==> src/rtl/octdiv_pkg.sv <==
package octdiv_pkg;

   // Output configuration code carried in the low two bits of the settings word.
   typedef enum logic [1:0] {
      CFG_BOTH      = 2'b00,
      CFG_MAIN_ONLY = 2'b01,
      CFG_AUX_ONLY  = 2'b10,
      CFG_SLEEP     = 2'b11
   } out_cfg_e;

   localparam int unsigned CFG_W = 2;

   function automatic logic main_enabled(input out_cfg_e c);
      return (c == CFG_BOTH) || (c == CFG_MAIN_ONLY);
   endfunction

   function automatic logic aux_enabled(input out_cfg_e c);
      return (c == CFG_BOTH) || (c == CFG_AUX_ONLY);
   endfunction

endpackage

==> src/rtl/octdiv_regs.sv <==
module octdiv_regs
   import octdiv_pkg::*;
#(
   parameter int unsigned OCT_W = 4,
   parameter int unsigned DAC_W = 10,
   localparam int unsigned WORD_W = OCT_W + DAC_W + CFG_W
) (
   input  logic               clk_i,
   input  logic               rst_ni,
   input  logic               upd_valid_i,
   input  logic [WORD_W-1:0]  upd_word_i,
   output logic [OCT_W-1:0]   oct_nxt_o,
   output out_cfg_e           cfg_o,
   output logic [DAC_W-1:0]   dac_o
);

   if (DAC_W < 1) begin : g_bad_dac
      $error("octdiv_regs: DAC_W must be at least 1");
   end

   logic [OCT_W-1:0] oct_field;
   logic [DAC_W-1:0] dac_field;
   logic [CFG_W-1:0] cfg_field;
   logic [OCT_W-1:0] oct_pend_q;

   // Field split: octave on top, trim in the middle, configuration at the bottom.
   assign oct_field = upd_word_i[WORD_W-1 -: OCT_W];
   assign dac_field = upd_word_i[CFG_W +: DAC_W];
   assign cfg_field = upd_word_i[CFG_W-1:0];

   // Pending octave, with bypass so a strobe on a boundary cycle is seen there.
   assign oct_nxt_o = upd_valid_i ? oct_field : oct_pend_q;

   always_ff @(posedge clk_i) begin
      if (!rst_ni) begin
         oct_pend_q <= '0;
         cfg_o      <= CFG_BOTH;
         dac_o      <= '0;
      end else if (upd_valid_i) begin
         oct_pend_q <= oct_field;
         cfg_o      <= out_cfg_e'(cfg_field);
         dac_o      <= dac_field;
      end
   end

   // trim output only moves on a strobed edge
   a_r10_dac_on_strobe: assert property (@(posedge clk_i) disable iff (!rst_ni)
      !$stable(dac_o) |-> $past(upd_valid_i));

endmodule

==> src/rtl/octdiv_counter.sv <==
module octdiv_counter #(
   parameter int unsigned OCT_W = 4,
   localparam int unsigned NUM_OCT = 1 << OCT_W,
   localparam int unsigned CNT_W = NUM_OCT - 1
) (
   input  logic             clk_i,
   input  logic             rst_ni,
   input  logic             sleep_i,
   input  logic [OCT_W-1:0] oct_nxt_i,
   output logic             phase_o
);

   if (OCT_W < 1 || OCT_W > 5) begin : g_bad_oct
      $error("octdiv_counter: OCT_W must lie in 1..5");
   end

   localparam logic [CNT_W-1:0] CNT_ONE = 1;

   logic [CNT_W-1:0]   cnt_q;
   logic [OCT_W-1:0]   act_q;
   logic               phase_q;
   logic [NUM_OCT-1:0] hit;
   logic               term;

   // Per-octave terminal detect: half-period of 2^B cycles ends when the low B bits are all ones.
   for (genvar o = 0; o < NUM_OCT; o++) begin : g_term
      localparam int unsigned B = NUM_OCT - 1 - o;
      if (B == 0) begin : g_unit
         assign hit[o] = 1'b1;
      end else begin : g_span
         assign hit[o] = &cnt_q[B-1:0];
      end
   end

   assign term = hit[act_q];

   always_ff @(posedge clk_i) begin
      if (!rst_ni) begin
         cnt_q   <= '0;
         phase_q <= 1'b0;
         act_q   <= '0;
      end else if (sleep_i) begin
         cnt_q   <= '0;
         phase_q <= 1'b0;
         act_q   <= oct_nxt_i;
      end else if (term) begin
         cnt_q   <= '0;
         phase_q <= ~phase_q;
         act_q   <= oct_nxt_i;
      end else begin
         cnt_q   <= cnt_q + CNT_ONE;
      end
   end

   assign phase_o = phase_q;

   // the active octave only moves at a half-period boundary or during sleep
   a_r9_oct_on_boundary: assert property (@(posedge clk_i) disable iff (!rst_ni)
      !$stable(act_q) |-> $past(term || sleep_i));

   // the phase only flips when the terminal count was reached
   a_r2_phase_on_term: assert property (@(posedge clk_i) disable iff (!rst_ni)
      (!$stable(phase_q) && !$past(sleep_i)) |-> $past(term));

   // sleep keeps the divider cleared
   a_r6_sleep_clears: assert property (@(posedge clk_i) disable iff (!rst_ni)
      sleep_i |=> (cnt_q == '0) && !phase_q);

   // leaving sleep starts from a zero count with the phase low
   a_r7_wake_from_zero: assert property (@(posedge clk_i) disable iff (!rst_ni)
      $fell(sleep_i) |-> (cnt_q == '0) && !phase_q);

endmodule

==> src/rtl/octdiv_outgate.sv <==
module octdiv_outgate
   import octdiv_pkg::*;
(
   input  logic     phase_i,
   input  out_cfg_e cfg_i,
   input  logic     oe_i,
   output logic     main_o,
   output logic     aux_o
);

   logic main_en;
   logic aux_en;

   assign main_en = main_enabled(cfg_i);
   assign aux_en  = aux_enabled(cfg_i);

   // Output enable gates combinationally so it acts without a clock edge.
   assign main_o = oe_i & main_en &  phase_i;
   assign aux_o  = oe_i & aux_en  & ~phase_i;

endmodule

==> src/rtl/octave_clock_divider.sv <==
module octave_clock_divider
   import octdiv_pkg::*;
#(
   parameter int unsigned OCT_W = 4,
   parameter int unsigned DAC_W = 10
) (
   input  logic                     clk_i,
   input  logic                     rst_ni,
   input  logic                     upd_valid_i,
   input  logic [OCT_W+DAC_W+1:0]   upd_word_i,
   input  logic                     oe_i,
   output logic                     clk_main_o,
   output logic                     clk_aux_o,
   output logic [DAC_W-1:0]         dac_code_o
);

   logic [OCT_W-1:0] oct_nxt;
   out_cfg_e         cfg_q;
   logic             phase;
   logic             sleep;

   octdiv_regs #(.OCT_W(OCT_W), .DAC_W(DAC_W)) i_regs (
      .clk_i       (clk_i),
      .rst_ni      (rst_ni),
      .upd_valid_i (upd_valid_i),
      .upd_word_i  (upd_word_i),
      .oct_nxt_o   (oct_nxt),
      .cfg_o       (cfg_q),
      .dac_o       (dac_code_o)
   );

   assign sleep = (cfg_q == CFG_SLEEP);

   octdiv_counter #(.OCT_W(OCT_W)) i_counter (
      .clk_i     (clk_i),
      .rst_ni    (rst_ni),
      .sleep_i   (sleep),
      .oct_nxt_i (oct_nxt),
      .phase_o   (phase)
   );

   octdiv_outgate i_outgate (
      .phase_i (phase),
      .cfg_i   (cfg_q),
      .oe_i    (oe_i),
      .main_o  (clk_main_o),
      .aux_o   (clk_aux_o)
   );

   // with both outputs on and enabled, they are complementary
   a_r3_complement: assert property (@(posedge clk_i) disable iff (!rst_ni)
      (cfg_q == CFG_BOTH && oe_i) |-> (clk_main_o != clk_aux_o));

   // main-only configuration keeps the auxiliary output low
   a_r4_aux_quiet: assert property (@(posedge clk_i) disable iff (!rst_ni)
      (cfg_q == CFG_MAIN_ONLY) |-> !clk_aux_o);

   // aux-only configuration keeps the main output low
   a_r5_main_quiet: assert property (@(posedge clk_i) disable iff (!rst_ni)
      (cfg_q == CFG_AUX_ONLY) |-> !clk_main_o);

   // sleep keeps both outputs low
   a_r6_sleep_low: assert property (@(posedge clk_i) disable iff (!rst_ni)
      sleep |-> (!clk_main_o && !clk_aux_o));

endmodule

==> config.mk <==
export PLATFORM = sky130hd
export DESIGN_NAME = octave_clock_divider
export DESIGN_NICKNAME = d
export VERILOG_FILES = /design/src/rtl/octdiv_pkg.sv /design/src/rtl/octdiv_regs.sv /design/src/rtl/octdiv_counter.sv /design/src/rtl/octdiv_outgate.sv /design/src/rtl/octave_clock_divider.sv
export SDC_FILE = /design/constraint.sdc
export NUM_CORES = 1
export LEC_CHECK = 0
export CAP_MARGIN = 20
export CORE_ASPECT_RATIO = 1.1
export CORE_MARGIN = 2
export CORE_UTILIZATION = 46
export DETAILED_ROUTE_END_ITERATION = 8
export GPL_TIMING_DRIVEN = 0
export MAX_ROUTING_LAYER = met4
export PLACE_DENSITY = 0.71
export SYNTH_ARGS = -nofsm -noshare
export SYNTH_HDL_FRONTEND = slang
export SYNTH_SLANG_ARGS = --single-unit
==> constraint.sdc <==
create_clock -name clk_i -period 2.05 [get_ports clk_i]
set_input_delay 0.41 -clock clk_i [delete_from_list [all_inputs] [get_ports clk_i]]
set_output_delay 0.41 -clock clk_i [all_outputs]
set_load 0.02 [all_outputs]
==> reports/results.ini <==
[run_status]
status=completed

[clocking]
cts_inserted_buffers=5
ctsLongestPathBuffers=2
cts-hold-fix-buffers=0
clock-sinks=36
clock_root_buffer=clkbuf_8
cts-htree-levels=2
clock_tree_from_tritoncts=yes
insertion_delay_ns=0.28
clk_pin_slew_worst_paths_ns=0.06

[grt]
grt_first_pass_wirelength_microns=5400
number_of_antenna_violations_at_the_first_check_in_global_routing=0
grt_util_all_layers_pct=18.3
first_global_vias=1256
grt_start_max_net_pins=11
grt_overflow=0

[critical_path]
critical_path.reg2reg.startpoint=i_counter.cnt_q[0]
worst_r2r_endpoint=i_counter.act_q[1]
critical_path_peak_fanout=6
critPathLaunchType=register
rrSetupSlack_ns=0.09
critical_path_required_ns=2.23
reg2regPathDepth=8
worst-endpoint-arrival_ns=2.13
startpoint=i_counter.cnt_q[0]
timing.setup.critical_path_class=reg2reg
end_kind=register

[sta]
count_of_endpoints_failing_hold_in_the_final_timing_report=0
timing.final.max_slew_violations=0
worst-slew-pin-transition_ns=0.516
layout_worst_path_cycle_share_pct=95.5
setup_viol=0
rsz0062_at_grt=yes
slew_headroom_pct=65.3
max_clock_freq_ghz=0.511
final_period_minus_worst_setup_slack_ns=1.96
final.setup_skew_ns=0.00453

[floorplan]
floorplan.die_area_sq_um=4150
floorplan.initialDensity_pct=47.1
io-pin-count=32
core-area_sq_um=3570
die_w_microns=61.6
chipHeight_microns=67.4
num_rows=23

[worst_hold_path]
hold_class=reg2reg
min_path_cells=1
origin_of_the_worst_min_delay_path=i_counter.cnt_q[0]
timing.hold.worst_endpoint=i_counter.cnt_q[0]

[drt]
avgRoutedWirePerCell_microns=12.9
drtPass1Iterations=4
totalWireLength_microns=3430
drt_drc_violations_left=0
detail-route-antenna-nets=0
viasPerCell=4.96
detailedRoute.firstIterationViolations=27
dr_total_vias=1325

[finish]
layout_commonest_cell=dfxtp_1
highest_count_cells_in_the_layout_ignoring_fill_and_taps=34 x dfxtp_1, 28 x clkdlybuf4s50_1, 23 x nor2_1, 13 x mux2i_1, 13 x nor2b_1
fraction_of_final_layout_cells_sized_beyond_drive_strength_1_pct=15.7
syn_to_final_growth_pct=32.6
finished_cell_area_sq_um=2230
antenna_cells=0
multi_input_area_sq_um=928
area.sequential_sq_um=726
finalNetCount=239
n_fill_cell=316

[logic_synthesis]
synth_warnings=0
postSynthRegisterBits=36
synth.lib_cells_used.distinct=43
synth_top_flop_cell=dfxtp_1
syn-cell-area_sq_um=1680
synth_area_leader_cell=dfxtp_1
synth_edf_count=0
post_synthesis_mean_instance_area_sq_um=9.76
synth-async-reset-ratio_pct=0
synth_fp_nets=195
synth.yosys.seq_area_share_pct=42.9
post-synth-top-area-fraction_pct=42.9
synth_area_leaders=dfxtp_1 43%, mux2i_1 7.7%, nor2_1 5.4%
syn-instance-count=172

[pwr]
internal_power_w=0.00111
leakage_nw=0.884
total_power_w=0.00144
switching_power_w=0.000328
power_density_nw_per_um2=645
share_comb_of_total_power_pct=13.1
switching_share_pct=22.8
share_clk_of_total_power_pct=34.7
peakVddDrop_mv=0.328
seq_power_share_pct=52.2

[placed_design]
port_buffers=30
dp_hpwl_microns=2470
gp_congestion=0.803
place_area_sq_um=2040

[run]
timing.max_cap.violations=0

==> flip-flops by register name, summed over array words and instances (netlist names) <==
signal,cells
i_counter.cnt_q,15
i_regs.dac_o,10
i_counter.act_q,4
i_regs.oct_pend_q,4
i_regs.cfg_o,2
i_counter.phase_o,1
==> through the flow <==
step                      hold slack (ns)  utilization (%)  cells  setup slack, ns  setup TNS [ns]
after floorplan                     0.438                -    172           0.0952               0
after detailed placement            0.470             57.2    252           -0.136           -1.40
final                               0.466             62.4    267           0.0913               0
after global routing                0.483             62.4    267          -0.0133         -0.0550
after CTS                           0.514             61.0    264           0.0169               0
after global placement              0.458             57.2    252          -0.0977           -1.05
==> cells in the mapped netlist (2+ instances only) <==
library cell   n
a2bb2oi_1      4
and2_1         2
buf_2          2
clkbuf_1       2
dfxtp_1       36
ha_1           3
inv_1          9
mux2_2         4
mux2i_1       13
nand2_1       11
nand2b_1       3
nand3_1        2
nand4_1        5
nor2_1        24
nor2b_1       13
nor3b_1        2
nor4_1         2
xnor2_1        4
xor2_1         7
==> critical path: stages (launching register included) <==
cell       delay (ns)
dfxtp_4          0.37
ha_4             0.18
ha_1             0.17
mux2_2           0.29
o221ai_4         0.24
nand4_4          0.15
buf_4            0.17
a2bb2oi_2        0.14
a2bb2oi_1        0.14
==> what timing repair did <==
item	in CTS	in global routing
gates cloned	0	1
setup buffers	4	2
setup endpoints to repair	18	20
resized for setup	4	9
pin swaps	0	1
==> area by class of cell <==
type                            instances  area share [%]
Clock buffer                            8            4.04
Tap cell                               50            2.81
Multi-Input combinational cell        122            41.7
Sequential cell                        36            32.6
Buffer                                  5            1.29
Inverter                                9            1.52
Timing Repair Buffer                   37            16.1
==> power groups by stage <==
stage | combinational (W) | clock (W) | sequential (W)
floorplan | 0.0000816 | 0 | 0.000773
finish | 0.000188 | 0.000499 | 0.000750
global placement | 0.000168 | 0 | 0.000761
CTS | 0.000182 | 0.000514 | 0.000749
global route | 0.000204 | 0.000547 | 0.000753
detailed placement | 0.000173 | 0 | 0.000762
==> cells by family after synthesis <==
logic type / share of synthesized area, %
and+or+nand+nor: 24.7
DFF: 42.9
AOI/OAI and AO/OA: 10.2
muxes: 10.4
buffers and inverters: 3.73
xor gates and xnor gates: 5.74
adders and majority gates: 2.24
==> routing by layer <==
metal  vias to the layer above  wire length (microns)  global-route usage, %  part of all wire (%)
met1                       618                   1470                   19.3                    43
li1                        676                      -                      -                     -
met2                        25                   1770                   31.3                    52
met5                         -                      0                      -                     0
met3                         6                    136                   5.17                   4.0
met4                         0                     56                   7.98                   1.6
==> worst max path at each step <==
stage,endpoint,depth (start not counted),slack (ns)
after global placement,i_counter.cnt_q[11],9,-0.1
after CTS,clk_main_o,4,0.02
after floorplan,i_counter.cnt_q[12],9,0.1
final,i_counter.act_q[1],8,0.09
after detailed placement,i_counter.cnt_q[11],9,-0.14
after global routing,i_counter.act_q[0],9,-0.01
Power figures use the tool's default switching activity.
